==> config.mk <==
export PLATFORM = sky130hd
export DESIGN_NAME = cache2w_lru
export DESIGN_NICKNAME = d
export VERILOG_FILES = /design/src/rtl/cache2w_lru.sv
export SDC_FILE = /design/constraint.sdc
export NUM_CORES = 1
export LEC_CHECK = 0
export BUFFER_PORTS_ARGS = -buffer_cell sky130_fd_sc_hd__buf_2
export CAP_MARGIN = 15
export CORE_MARGIN = 5
export CORE_UTILIZATION = 50
export CTS_CLUSTER_SIZE = 30
export DETAILED_ROUTE_END_ITERATION = 8
export PLACE_DENSITY = 0.65
export SETUP_SLACK_MARGIN = 0.05
export SLEW_MARGIN = 0
export SYNTH_ARGS = -nofsm -noshare
export SYNTH_HDL_FRONTEND = slang
export SYNTH_SLANG_ARGS = --single-unit
export TNS_END_PERCENT = 50
==> constraint.sdc <==
create_clock -name clk -period 7.9 [get_ports clk]
set_input_delay 1.58 -clock clk [delete_from_list [all_inputs] [get_ports clk]]
set_output_delay 1.58 -clock clk [all_outputs]
set_load 0.01 [all_outputs]
==> src/rtl/cache2w_lru.sv <==
module cache2w_lru #(
  parameter int ADDR_W = 8,
  parameter int DATA_W = 32,
  parameter int SETS   = 4
) (
  input  logic              clk,
  input  logic              rst_n,
  input  logic              req_valid,
  output logic              req_ready,
  input  logic [ADDR_W-1:0] req_blk,
  output logic              resp_valid,
  output logic              resp_hit,
  output logic              resp_miss,
  output logic [DATA_W-1:0] resp_data,
  output logic              mem_req,
  output logic [ADDR_W-1:0] mem_blk,
  input  logic              mem_ack,
  input  logic [DATA_W-1:0] mem_rdata
);
  localparam int IDX_W = $clog2(SETS);
  localparam int TAG_W = ADDR_W - IDX_W;

  typedef enum logic [1:0] {S_IDLE, S_LOOK, S_FILL} st_t;
  st_t state;

  logic [ADDR_W-1:0] cur;
  logic [1:0]        vld  [SETS];
  logic [TAG_W-1:0]  tagm [SETS][2];
  logic [DATA_W-1:0] dat  [SETS][2];
  logic [SETS-1:0]   lru;

  logic [IDX_W-1:0] idx;
  logic [TAG_W-1:0] tag;
  logic [1:0]       way_hit;
  logic             hit, victim, fill;
  logic [DATA_W-1:0] hit_data;

  assign idx = cur[IDX_W-1:0];
  assign tag = cur[ADDR_W-1:IDX_W];

  for (genvar w = 0; w < 2; w++) begin : g_cmp
    assign way_hit[w] = vld[idx][w] && (tagm[idx][w] == tag);
  end

  assign hit      = |way_hit;
  assign hit_data = ({DATA_W{way_hit[0]}} & dat[idx][0]) |
                    ({DATA_W{way_hit[1]}} & dat[idx][1]);
  assign victim   = !vld[idx][0] ? 1'b0 : (!vld[idx][1] ? 1'b1 : lru[idx]);
  assign fill     = (state == S_FILL) && mem_ack;

  assign req_ready = (state == S_IDLE);
  assign mem_blk   = cur;

  always_ff @(posedge clk) begin
    if (!rst_n) begin
      state      <= S_IDLE;
      resp_valid <= 1'b0;
      resp_hit   <= 1'b0;
      resp_miss  <= 1'b0;
      resp_data  <= '0;
      mem_req    <= 1'b0;
      lru        <= '0;
      for (int s = 0; s < SETS; s++) vld[s] <= 2'b00;
    end else begin
      resp_valid <= 1'b0;
      resp_hit   <= 1'b0;
      resp_miss  <= 1'b0;
      case (state)
        S_IDLE: if (req_valid) state <= S_LOOK;
        S_LOOK: begin
          if (hit) begin
            resp_valid <= 1'b1;
            resp_hit   <= 1'b1;
            resp_data  <= hit_data;
            lru[idx]   <= ~way_hit[1];
            state      <= S_IDLE;
          end else begin
            mem_req <= 1'b1;
            state   <= S_FILL;
          end
        end
        S_FILL: if (mem_ack) begin
          mem_req          <= 1'b0;
          vld[idx][victim] <= 1'b1;
          lru[idx]         <= ~victim;
          resp_valid       <= 1'b1;
          resp_miss        <= 1'b1;
          resp_data        <= mem_rdata;
          state            <= S_IDLE;
        end
        default: state <= S_IDLE;
      endcase
    end
  end

  always_ff @(posedge clk) begin
    if (state == S_IDLE && req_valid) cur <= req_blk;
    if (fill) begin
      tagm[idx][victim] <= tag;
      dat[idx][victim]  <= mem_rdata;
    end
  end

  assert_one_kind_R9: assert property (@(posedge clk) disable iff (!rst_n)
    resp_valid |-> (resp_hit ^ resp_miss));
  assert_flags_need_valid_R9: assert property (@(posedge clk) disable iff (!rst_n)
    !resp_valid |-> !(resp_hit || resp_miss));
  assert_single_pulse_R9: assert property (@(posedge clk) disable iff (!rst_n)
    resp_valid |=> !resp_valid);
  assert_busy_after_accept_R9: assert property (@(posedge clk) disable iff (!rst_n)
    (req_valid && req_ready) |=> !req_ready);
  assert_fetch_held_R4: assert property (@(posedge clk) disable iff (!rst_n)
    (mem_req && !mem_ack) |=> (mem_req && $stable(mem_blk)));
  assert_fetch_only_busy_R4: assert property (@(posedge clk) disable iff (!rst_n)
    mem_req |-> !req_ready);
  assert_ack_gives_miss_R4: assert property (@(posedge clk) disable iff (!rst_n)
    (mem_req && mem_ack) |=> (resp_valid && resp_miss));
endmodule

==> results.txt, run 1 <==
- Buffer type at the clock tree root: clkbuf_16
- Buffers inserted to repair hold after CTS numbered 0.
* Endpoint class of the critical path: flip-flop
* Floorplan row count: 61
- The number of antenna violations at the first check in global routing was 1.
- Share of synthesized area occupied by flip-flops and latches: around three quarters
- Dividing the detail-routed via count by the number of cells gives a little under 6.
- Number of instances resized during post-cts repair: 0
- The run finished with clean final reports.
- Transition time at the pin with the least slew margin: roughly 1.1 ns
- The count of cells in the finished layout, fillers not included, comes to roughly 1200.
- Maximum number of pins on one net before global-route repair: about 50
- Number of clock sinks: between 300 and 400
* Gr ovfl total: 0
* RSZ-0062 raised after global routing: no
* Number of buffers inserted during clock tree synthesis: 38
- On the final layout, the worst clock skew is a little under 0.02 ns.
* Count of fill cells added during filler insertion: a little over 2000
- Setup violations remaining at the end of the flow were counted as 0.
- After the first detailed-routing iteration, the DRC count stood at roughly 640.
* Post-place setup slack: about 3.7 ns
- Die Outline Area: approximately 31000 um^2
* First-pass GRT wire length: about 45000 um
- Min cycle time layout: 4.19 ns
- Clock slew at reported path FFs: roughly 0.060 ns
* Final routed wire length divided by cell count: 23.4 um
- Derived from the worst setup path, the maximum achievable clock frequency is ~240 MHz.
- Total iterations of the first detailed-routing run: 5
- Routed wire length: roughly 29000 um
- Total of buffers placed on input and output ports: 88
- Final hold analysis gives a worst-case slack of about 0.45 ns.
* Max cap viols: 0
- Top cell type's share of synthesized area: between 60% and 70%
- Initial Utilization: slightly above 50%
- Insertion delay of the later-clocked pin in the worst-skew pair: 0.51 ns
- The number of hold-slack violations in the final timing report was 0.
- The repair_antennas step left the layout with diodes totalling 0.
- Share of the cycle needed by the critical path after routing: roughly 53%
- Vertical die dimension: about 180 um
* Worst path required time: 8.08 ns
- Horizontal die dimension: 177 um
* Relative slew slack: approximately 25%
* Via count of the first global-routing pass: between 7000 and 8000
- Core area: 27700 um^2
* Arrival time of the worst setup path: approximately 4.4 ns
- Total setup buffers inserted after CTS: 0
* Yosys warnings: 0
- Average cell area after synthesis: ~19 um^2
- Synthesis produced a netlist whose cell count is roughly 740.
- Top-Level Pins: approximately 90
* Leakage power summed over all cells: roughly 5.2 nW
- Number of levels the H-tree was split into: 2
- Worst hold path class: reg2reg
- Final setup TNS: 0 ns
- Yosys attributes the largest share of cell area to edfxtp_1, mux4_2, dfxtp_1, o32ai_1, a221oi_1.
- Most frequent standard cell in the layout excluding fill and tap cells: edfxtp_1
* Maximum clock insertion buffer count: 3
* Post-DP HPWL: between 15000 and 20000 um
- Final core utilization: 58.1%
- The congestion estimate from routability-driven global placement came to roughly 0.77.
- Category of the critical setup timing path: reg2reg
- Mapped Nets: 783
- Combined area of all synthesized cells: approximately 14000 um^2
- Area growth from synthesis to layout: 15.0%
- Pins over their slew limit: 0
* Number of remaining DRC errors: 0
* VDD IR-drop max: around 160 uV
- Power per unit of standard cell area: between 200 and 300 nW/um^2
- In this run the remaining antenna-violating nets after routing total 0.
- Max Fanout on Critical Path: between 40 and 50
- After synthesis, the netlist uses 37 different library cells.
* Startpoint types: flip-flop
* Setup ws final: approximately 3.7 ns
* Cell type with the largest total area after synthesis: edfxtp_1
- Layout cells sized above 1: between 20% and 30%
- Number of nets at the end of the flow: between 800 and 900
- Most frequent cells in the layout: edfxtp_1, buf_2, mux4_2, dfxtp_1, inv_1
- GRT Resource Usage Total: 18.6%
* Fraction of registers with async set or reset after synthesis: 0%
- The most used flip-flop cell after synthesis is edfxtp_1.
- Counting flops and latches in the post-synthesis netlist gives around 360.
- Clock tree from TritonCTS: yes
- After detailed placement, the design holds a cell count of 1172.
- The synthesized design contains 320 enable-type register cells.
- The detailed router placed slightly above 7000 vias in this run.
-- logic make-up after synthesis --
group	count (synthesis)	synth area share [%]
xor+xnor	15	0.938
buf+inv	84	2.61
fa+ha+maj	3	0.268
flops	364	74.9
mux	91	13.2
simple gates	85	2.66
compound gates	94	5.45
-- cells in the mapped netlist (7+ instances only) --
master	n
nand2_1	11
mux4_2	74
o32ai_1	33
edfxtp_1	320
clkbuf_1	22
dfxtp_1	44
xnor2_1	13
mux2i_1	11
a221oi_1	32
inv_1	40
o21ai_0	15
buf_2	13
nor3_1	7
nor2_1	47
-- critical path: stages, from the launching register on --
cell      delay [ns]
dfxtp_4         0.70
buf_4           0.70
mux4_2          0.44
a21boi_0        0.34
nand3_1         0.50
nor2_4          0.66
buf_4           0.46
-- layout make-up --
class	instances	area (um^2)	share of cell area [%]
clock inverters	15	163	1.01
multi-input cells	288	3230	20.0
inverters	41	154	0.956
well taps	378	473	2.94
clock buffers	54	1050	6.53
repair buffers	101	538	3.34
flip-flops and latches	364	10500	65.2
-- per-layer routing --
layer / GRT usage (%) / up-vias / routed length [um]
met3: 3.41 / 52 / 1710
li1: - / 3180 / -
met1: 25.6 / 3761 / 12300
met5: 0 / - / 17
met4: 4.64 / 2 / 549
met2: 31.2 / 247 / 14400
-- state kept, by name, indices dropped and copies added (netlist names), named ones only --
register,flops
dat,256
lru,4
mem_blk,8
mem_req,1
resp_data,32
resp_hit,1
resp_miss,1
resp_valid,1
state,2
tagm,48
vld,8
-- report_power, final --
part | internal, W | total, W | switching (W)
Clock | 0.00103 | 0.00173 | 0.000699
Combinational | 0.000138 | 0.000301 | 0.000163
Sequential | 0.00212 | 0.00215 | 0.0000386
Total | 0.00328 | 0.00419 | 0.000901
-- metrics by stage --
| step | cell area (um^2) | total power, W |
|---|---|---|
| floorplan | 14000 | 0.00240 |
| global placement | 14900 | 0.00249 |
| CTS | 16100 | 0.00422 |
| global route | 16100 | 0.00433 |
| finish | 16100 | 0.00419 |
| detailed placement | 14900 | 0.00250 |
-- worst paths after layout --
check / startpoint / endpoint / slack, ns / cells past startpoint
setup reg to reg: flip-flop / tagm[2][1]$_DFFE_PP_ / 3.71 / 6
setup / recovery: flip-flop / tagm[2][1]$_DFFE_PP_ / 3.71 / 6
hold / removal: resp_data[24]$_SDFFE_PN0P_ / resp_data[24]$_SDFFE_PN0P_ / 0.45 / 2
hold reg to reg: resp_data[24]$_SDFFE_PN0P_ / resp_data[24]$_SDFFE_PN0P_ / 0.45 / 2
No activity file was read; power rests on OpenSTA's default activity.
==> run 2: changes to the inputs <==
==> constraint.sdc (replaced) <==
create_clock -name clk -period 4.03 [get_ports clk]
set_input_delay 0.806 -clock clk [delete_from_list [all_inputs] [get_ports clk]]
set_output_delay 0.806 -clock clk [all_outputs]
set_load 0.01 [all_outputs]
==> run 2 against run 1 <==
  * Cell count grew 0.73%
  * Combinational power is 100% higher
  * Clock skew down 0.0056 ns
  * Fmax up 22%
  * Sequential power increased by 96%
  * Critical path depth is 2 higher
==> results.txt, run 2 (synthesized netlist as in run 1, its figures left out) <==
* Gr ovfl total: 0 (unchanged)
* Final setup TNS: 0 ns (unchanged)
- The count of TritonRoute iterations in the first routing pass was 5 (unchanged).
- Biggest register: dat (unchanged)
- The HPWL after detailed placement came to 16600 um (was 16500 um).
- Area growth from synthesis to layout: 15.7% (was 15.0%)
- Outcome: complete, no violations (unchanged)
- The number of clock sinks seen by CTS is 364 (unchanged).
* Maximum clock insertion buffer count: 3 (unchanged)
- The layout cell share with drive strength beyond 1 was 29.8% (was 29.4%).
- Maximum number of pins on one net before global-route repair: 39 (was 49)
- The type of element launching the critical path was a flip-flop (unchanged).
- The number of buffers inserted during clock tree synthesis is 38 (unchanged).
- Max cap viols: 0 (unchanged)
- Clock tree from TritonCTS: yes (unchanged)
- Capturing point of the worst reg2reg path: resp_data[20]$_SDFFE_PN0P_ (was tagm[2][1]$_DFFE_PP_)
- Initial antenna violation count: 1 (unchanged)
- Post-CTS Hold Buffers: 0 (unchanged)
- Worst Hold Launch: resp_data[6]$_SDFFE_PN0P_ (was resp_data[24]$_SDFFE_PN0P_)
- The category of the worst setup path capture point is a flip-flop (unchanged).
- Worst hold path class: reg2reg (unchanged)
- The first-pass GRT wire length was 45800 um (was 44700 um).
- The worst voltage drop across the vdd grid is 249 uV (was 161 uV).
* Leakage power summed over all cells: 5.28 nW (was 5.21 nW)
- The area enclosed by the die boundary is 31500 um^2 (unchanged).
- Clock slew at reported path FFs: 0.06 ns (about the same)
- The placer congestion estimate was 0.776 (was 0.768).
- GRT Resource Usage Total: 19.1% (was 18.6%)
- Worst path required time: 4.37 ns (was 8.08 ns)
- Worst Hold Path Cells: 2 (unchanged)
* DR iter-0 viols: 611 (was 638)
- Core area: 27700 um^2 (unchanged)
- Setup Skew: 0.0139 ns (was 0.0195 ns)
- Routed wire length: 29500 um (was 29000 um)
- The number of setup violations in the final report came to 0 (unchanged).
- Arrival time of the worst setup path: 3.76 ns (was 4.36 ns)
- The most common library cell in the layout ignoring fill and taps is edfxtp_1 (unchanged).
- The floorplan die width came to 177 um (unchanged).
- The actual transition at the worst max-transition pin came to 1.21 ns (was 1.12 ns).
- Min cycle time layout: 3.42 ns (was 4.19 ns)
* Max Fanout on Critical Path: 23 (was 47)
* Most frequent cells in the layout: edfxtp_1, buf_2, mux4_2, dfxtp_1, inv_1 (unchanged)
- The via density per instance was 5.83 (was 5.84).
* Final routed wire length divided by cell count: 23.6 um (was 23.4 um)
* N_diodes: 0 (unchanged)
- Power per unit of standard cell area: 510 nW/um^2 (was 260 nW/um^2)
- The clock latency of the later-clocked register in the worst-skew pair is 0.52 ns (was 0.51 ns).
- Initial Utilization: 50.5% (unchanged)
- The count of unresolved DRC violations after routing came to 0 (unchanged).
- Vias: 7292 (was 7242)
- Flop2flop setup slack: 0.61 ns (was 3.71 ns)
- Remaining antenna violation count after routing: 0 (unchanged)
- The timing-limited maximum frequency was 292 MHz (was 239 MHz).
* Total of buffers placed on input and output ports: 88 (unchanged)
- Worst Reg2Reg Path Length in Cells: 8 (was 6)
- RSZ-0062 raised after global routing: no (unchanged)
* Pins over their slew limit: 0 (unchanged)
- Registers with the most flip-flops: dat: 256 flops, tagm: 48 flops, resp_data: 32 flops (unchanged).
* Buffer type at the clock tree root: clkbuf_16 (unchanged)
* Number of levels the H-tree was split into: 2 (unchanged)
- Number of nets at the end of the flow: 890 (was 881)
* Final hold viol count: 0 (unchanged)
- The final clock period utilization by the worst path is 84.9% (was 53.0%).
- The chip height came to 177 um (unchanged).
* Hold EP: resp_data[6]$_SDFFE_PN0P_ (was resp_data[24]$_SDFFE_PN0P_)
- Number of instances resized during post-cts repair: 0 (unchanged)
- Largest register FFs: 256 (unchanged)
- The via count of the first global-routing pass is 7853 (was 7682).
- Count of fill cells added during filler insertion: 2036 (was 2051)
- The total setup buffers inserted after CTS is 0 (unchanged).
- The type of the worst setup path is reg2reg (unchanged).
- The sum of internal, switching and leakage power was 0.00827 W (was 0.00419 W).
- The number of standard-cell rows in the floorplan is 61 (unchanged).
* Relative slew slack: 19.1% (was 25.1%)
* Top-Level Pins: 89 (unchanged)
-- run 2: how the worst max path moves through the flow --
stage	startpoint	depth (start not counted)	to	slack, ns
finish	flip-flop	8	resp_data[20]$_SDFFE_PN0P_	0.61
global route	flip-flop	8	resp_data[20]$_SDFFE_PN0P_	0.36
CTS	flip-flop	6	resp_data[27]$_SDFFE_PN0P_	0.61
detailed placement	flip-flop	8	resp_data[25]$_SDFFE_PN0P_	0.64
global placement	flip-flop	8	resp_data[25]$_SDFFE_PN0P_	0.73
floorplan	flip-flop	7	dat[1][32]$_DFFE_PP_	0.25
-- run 2: metal layers --
metal  track usage (%)  vias to the layer above  wire length, um  part of all wire (%)
met2              31.5                      304            14500                    49
met4              4.83                        2              539                   1.8
met5                 0                        -               13                 0.044
met3              3.54                       48             2040                   6.9
li1                  -                     3191                -                     -
met1              26.9                     3747            12400                    42
-- run 2: area by class of cell --
class                      instances  area (um^2)  area share [%]
clock inverter                    12          161           0.996
inverter                          41          154           0.950
timing repair buffer             110          618            3.81
tap                              378          473            2.92
clock buffer                      57         1070            6.62
multi-input combinational        288         3230            19.9
sequential                       364        10500            64.8
-- run 2: metrics by stage --
| step | utilization, % | hold slack, ns | instance area, um^2 | instances | setup slack (ns) |
|---|---|---|---|---|---|
| 3_3_place_gp | 54.0 | 0.442 | 15000 | 1181 | 0.727 |
| 5_1_grt | 58.5 | 0.454 | 16200 | 1250 | 0.363 |
| 3_5_place_dp | 54.0 | 0.448 | 15000 | 1181 | 0.645 |
| 6_report | 58.5 | 0.457 | 16200 | 1250 | 0.609 |
| 2_1_floorplan | - | 0.465 | 14000 | 736 | 0.248 |
| 4_1_cts | 58.5 | 0.447 | 16200 | 1250 | 0.611 |
-- run 2: power by group --
group	leakage [nW]	switching, W	internal (W)
clock	0.604	0.00134	0.00210
combinational	1.42	0.000326	0.000276
sequential	3.25	0.0000711	0.00415
-- run 2: critical path: stages, from the launching register on --
cell and delay [ns]:
dfxtp_4 0.64, buf_4 0.46, o21ai_0 0.15, a211oi_1 0.24, o211ai_1 0.18, o22ai_2 0.50, a2bb2oi_4 0.60, buf_4 0.31
o32ai_1 0.11
==> run 3: changes to the inputs <==
==> constraint.sdc (replaced) <==
create_clock -name clk -period 3.45 [get_ports clk]
set_input_delay 0.69 -clock clk [delete_from_list [all_inputs] [get_ports clk]]
set_output_delay 0.69 -clock clk [all_outputs]
set_load 0.01 [all_outputs]
==> run 3 against run 2 <==
  * Cell area rose by 0.28%
  * Die area did not move
  * Flip-flop and latch count did not move
  * Worst hold slack got worse by 0.099 ns
  * Combinational power rose by 23%
  * Global-route usage rose by 0.19 points
  * First-iteration DRC count rose by 24%
  * Critical path type unchanged
==> results.txt, run 3 (synthesized netlist as in run 1, its figures left out) <==
- Maximum number of pins on one net before global-route repair: 34 (was 39)
- The area enclosed by the die boundary came to 31500 um^2 (unchanged).
- Worst path required time: 3.84 ns (was 4.37 ns)
- Number of levels the H-tree was split into: 2 (unchanged)
- Post-CTS Hold Buffers: 0 (unchanged)
- Insertion delay of the later-clocked pin in the worst-skew pair: 0.51 ns (was 0.52 ns)
- Most frequent standard cell in the layout excluding fill and tap cells: edfxtp_1 (unchanged)
- Avg Vias per Cell: 5.85 (was 5.83)
- Initial antenna violation count: 2 (was 1)
- Registers with the most flip-flops: dat: 256 flops, tagm: 48 flops, resp_data: 32 flops (unchanged)
* List of cells traversed by the critical path: mux4_2 > xnor2_1 > nand3_1 > nor2_4 > a21oi_1 > mux2_2 (was buf_4 > o21ai_0 > a211oi_1 > o211ai_1 > o22ai_2 > a2bb2oi_4 > buf_4 > o32ai_1)
- Number of remaining DRC errors: 0 (unchanged)
- RSZ-0062 raised after global routing: no (unchanged)
* Setup Skew: 0.0147 ns (was 0.0139 ns)
* Remaining antenna violation count after routing: 0 (unchanged)
- Met3 wirelength from detailed routing: 1840 um (was 2040 um)
- Post-DP HPWL: 17300 um (was 16600 um)
* Number of buffers inserted during clock tree synthesis: 37 (was 38)
* Leakage power summed over all cells: 5.32 nW (was 5.28 nW)
- The floorplan die width is 177 um (unchanged).
- Most frequent cells in the layout: edfxtp_1, buf_2, mux4_2, dfxtp_1, inv_1 (unchanged)
- Largest register FFs: 256 (unchanged)
- Biggest register: dat (unchanged)
* Final routed wire length divided by cell count: 23.5 um (was 23.6 um)
* Total placed cells including tap cells: 1193 (was 1181)
- Clock slew at reported path FFs: 0.06 ns (about the same)
- Buffer type at the clock tree root: clkbuf_16 (unchanged)
- The net count of the finished layout is 902 (was 890).
* Final hold viol count: 0 (unchanged)
* Gr ovfl total: 0 (unchanged)
- The number of vias after detailed routing was 7372 (was 7292).
- The actual transition at the worst max-transition pin was 1.16 ns (was 1.21 ns).
- DR iter-0 viols: 757 (was 611)
- The number of max-slew violations in the final report was 0 (unchanged).
- Layout cells sized above 1: 31.0% (was 29.8%)
- Min cycle time layout: 2.98 ns (was 3.42 ns)
- The number of diodes came to 0 (unchanged).
- The relative max-transition margin came to 22.5% (was 19.1%).
* CP bufs+invs: 0 (was 2)
- GRT Resource Usage Total: 19.3% (was 19.1%)
- Worst path max stage delay: 0.93 ns (was 0.64 ns)
* Number of instances resized during post-cts repair: 0 (unchanged)
* Outcome: complete, no violations (unchanged)
- The power per unit of standard cell area came to 581 nW/um^2 (was 510 nW/um^2).
- Via count of the first global-routing pass: 7937 (was 7853)
- The chip height came to 177 um (unchanged).
- Worst hold path class: in2reg (was reg2reg)
- The highest fanout seen on the critical path was 33 (was 23).
* Initial Utilization: 50.5% (unchanged)
* Core area: 27700 um^2 (unchanged)
- The timing-limited maximum frequency was 335 MHz (was 292 MHz).
- Top-Level Pins: 89 (unchanged)
* Endpoint class of the critical path: flip-flop (unchanged)
- Final setup vio count: 0 (unchanged)
* Total of buffers placed on input and output ports: 88 (unchanged)
* Area growth from synthesis to layout: 16.0% (was 15.7%)
- Critical path's top delay family: simple AND/OR/NAND/NOR gates (was compound AO/OA/AOI/OAI gates)
* Top sig layer: met5 (unchanged)
* Wire length on met2: 14600 um (was 14500 um)
- Post-Layout Cell Count: 1261 (was 1250)
- WL met1: 12600 um (was 12400 um)
- The type of element launching the critical path was a flip-flop (unchanged).
- The count of TritonRoute iterations in the first routing pass came to 5 (unchanged).
- Share of the cycle needed by the critical path after routing: 86.4% (was 84.9%)
* Category of the critical setup timing path: reg2reg (unchanged)
* VDD IR-drop max: 463 uV (was 249 uV)
- Routed wire length: 29700 um (was 29500 um)
- Cell area reported after detailed placement: 15100 um^2 (was 15000 um^2)
* First-pass GRT wire length: 46200 um (was 45800 um)
- Maximum clock insertion buffer count: 3 (unchanged)
- Clock tree from TritonCTS: yes (unchanged)
* Floorplan row count: 61 (unchanged)
- The placer congestion estimate is 0.758 (was 0.776).
- The count of max-cap constraint violations is 0 (unchanged).
- Crit path max-delay cell type: nor2_4 (was dfxtp_4)
- Total setup buffers inserted after CTS: 0 (unchanged)
- Number of clock sinks: 364 (unchanged)
* Cell area after layout: 16300 um^2 (was 16200 um^2)
* Arrival time of the worst setup path: 3.37 ns (was 3.76 ns)
==> run 3: cell count changes in the layout (fill, tap and decap cells not counted) <==
cell	delta
clkinv_2	+3
clkbuf_8	+1
clkbuf_1	-4
bufinv_16	-3
buf_16	+1
buf_4	+12
clkinv_1	+1
==> run 3: final timing paths <==
| check | start | end | slack [ns] | cells past startpoint |
|---|---|---|---|---|
| worst max-delay path | flip-flop | lru[2]$_SDFFE_PN0P_ | 0.47 | 6 |
| worst min-delay path | req_blk[4] | mem_blk[4]$_DFFE_PP_ | 0.36 | 1 |
| worst max register to register | flip-flop | lru[2]$_SDFFE_PN0P_ | 0.47 | 6 |
| worst min register to register | resp_data[25]$_SDFFE_PN0P_ | resp_data[25]$_SDFFE_PN0P_ | 0.46 | 2 |
==> run 3: report_power, final <==
| part | internal [W] | switching, W |
|---|---|---|
| registers | 0.00485 | 0.0000626 |
| logic | 0.000338 | 0.000403 |
| clock network | 0.00223 | 0.00155 |
| total | 0.00742 | 0.00202 |
==> run 3: area by class of cell <==
class                   count  area (um^2)
clock inverters            13         90.1
repair buffers            123          736
inverters                  41          154
clock buffers              54         1070
well taps                 378          473
flip-flops and latches    364        10500
multi-input cells         288         3230
fillers                  2063        11500
==> run 3: metal layers <==
metal  track usage [%]  up-vias
met5                 0        -
met4              4.87        4
met3              3.30       56
met2              31.9      252
met1              27.2     3839
li1                  -     3221
==> run 3: metrics by stage <==
stage               setup WS, ns  total power [W]  utilization (%)  hold slack (ns)  setup TNS (ns)
finish                     0.469          0.00944             58.7            0.358               0
global route               0.273          0.00979             58.7            0.341               0
CTS                        0.233          0.00953             58.6            0.334               0
detailed placement         0.238          0.00574             54.4            0.446               0
global placement           0.381          0.00572             54.4            0.438               0
floorplan                 -0.332          0.00549                -            0.465          -86.89
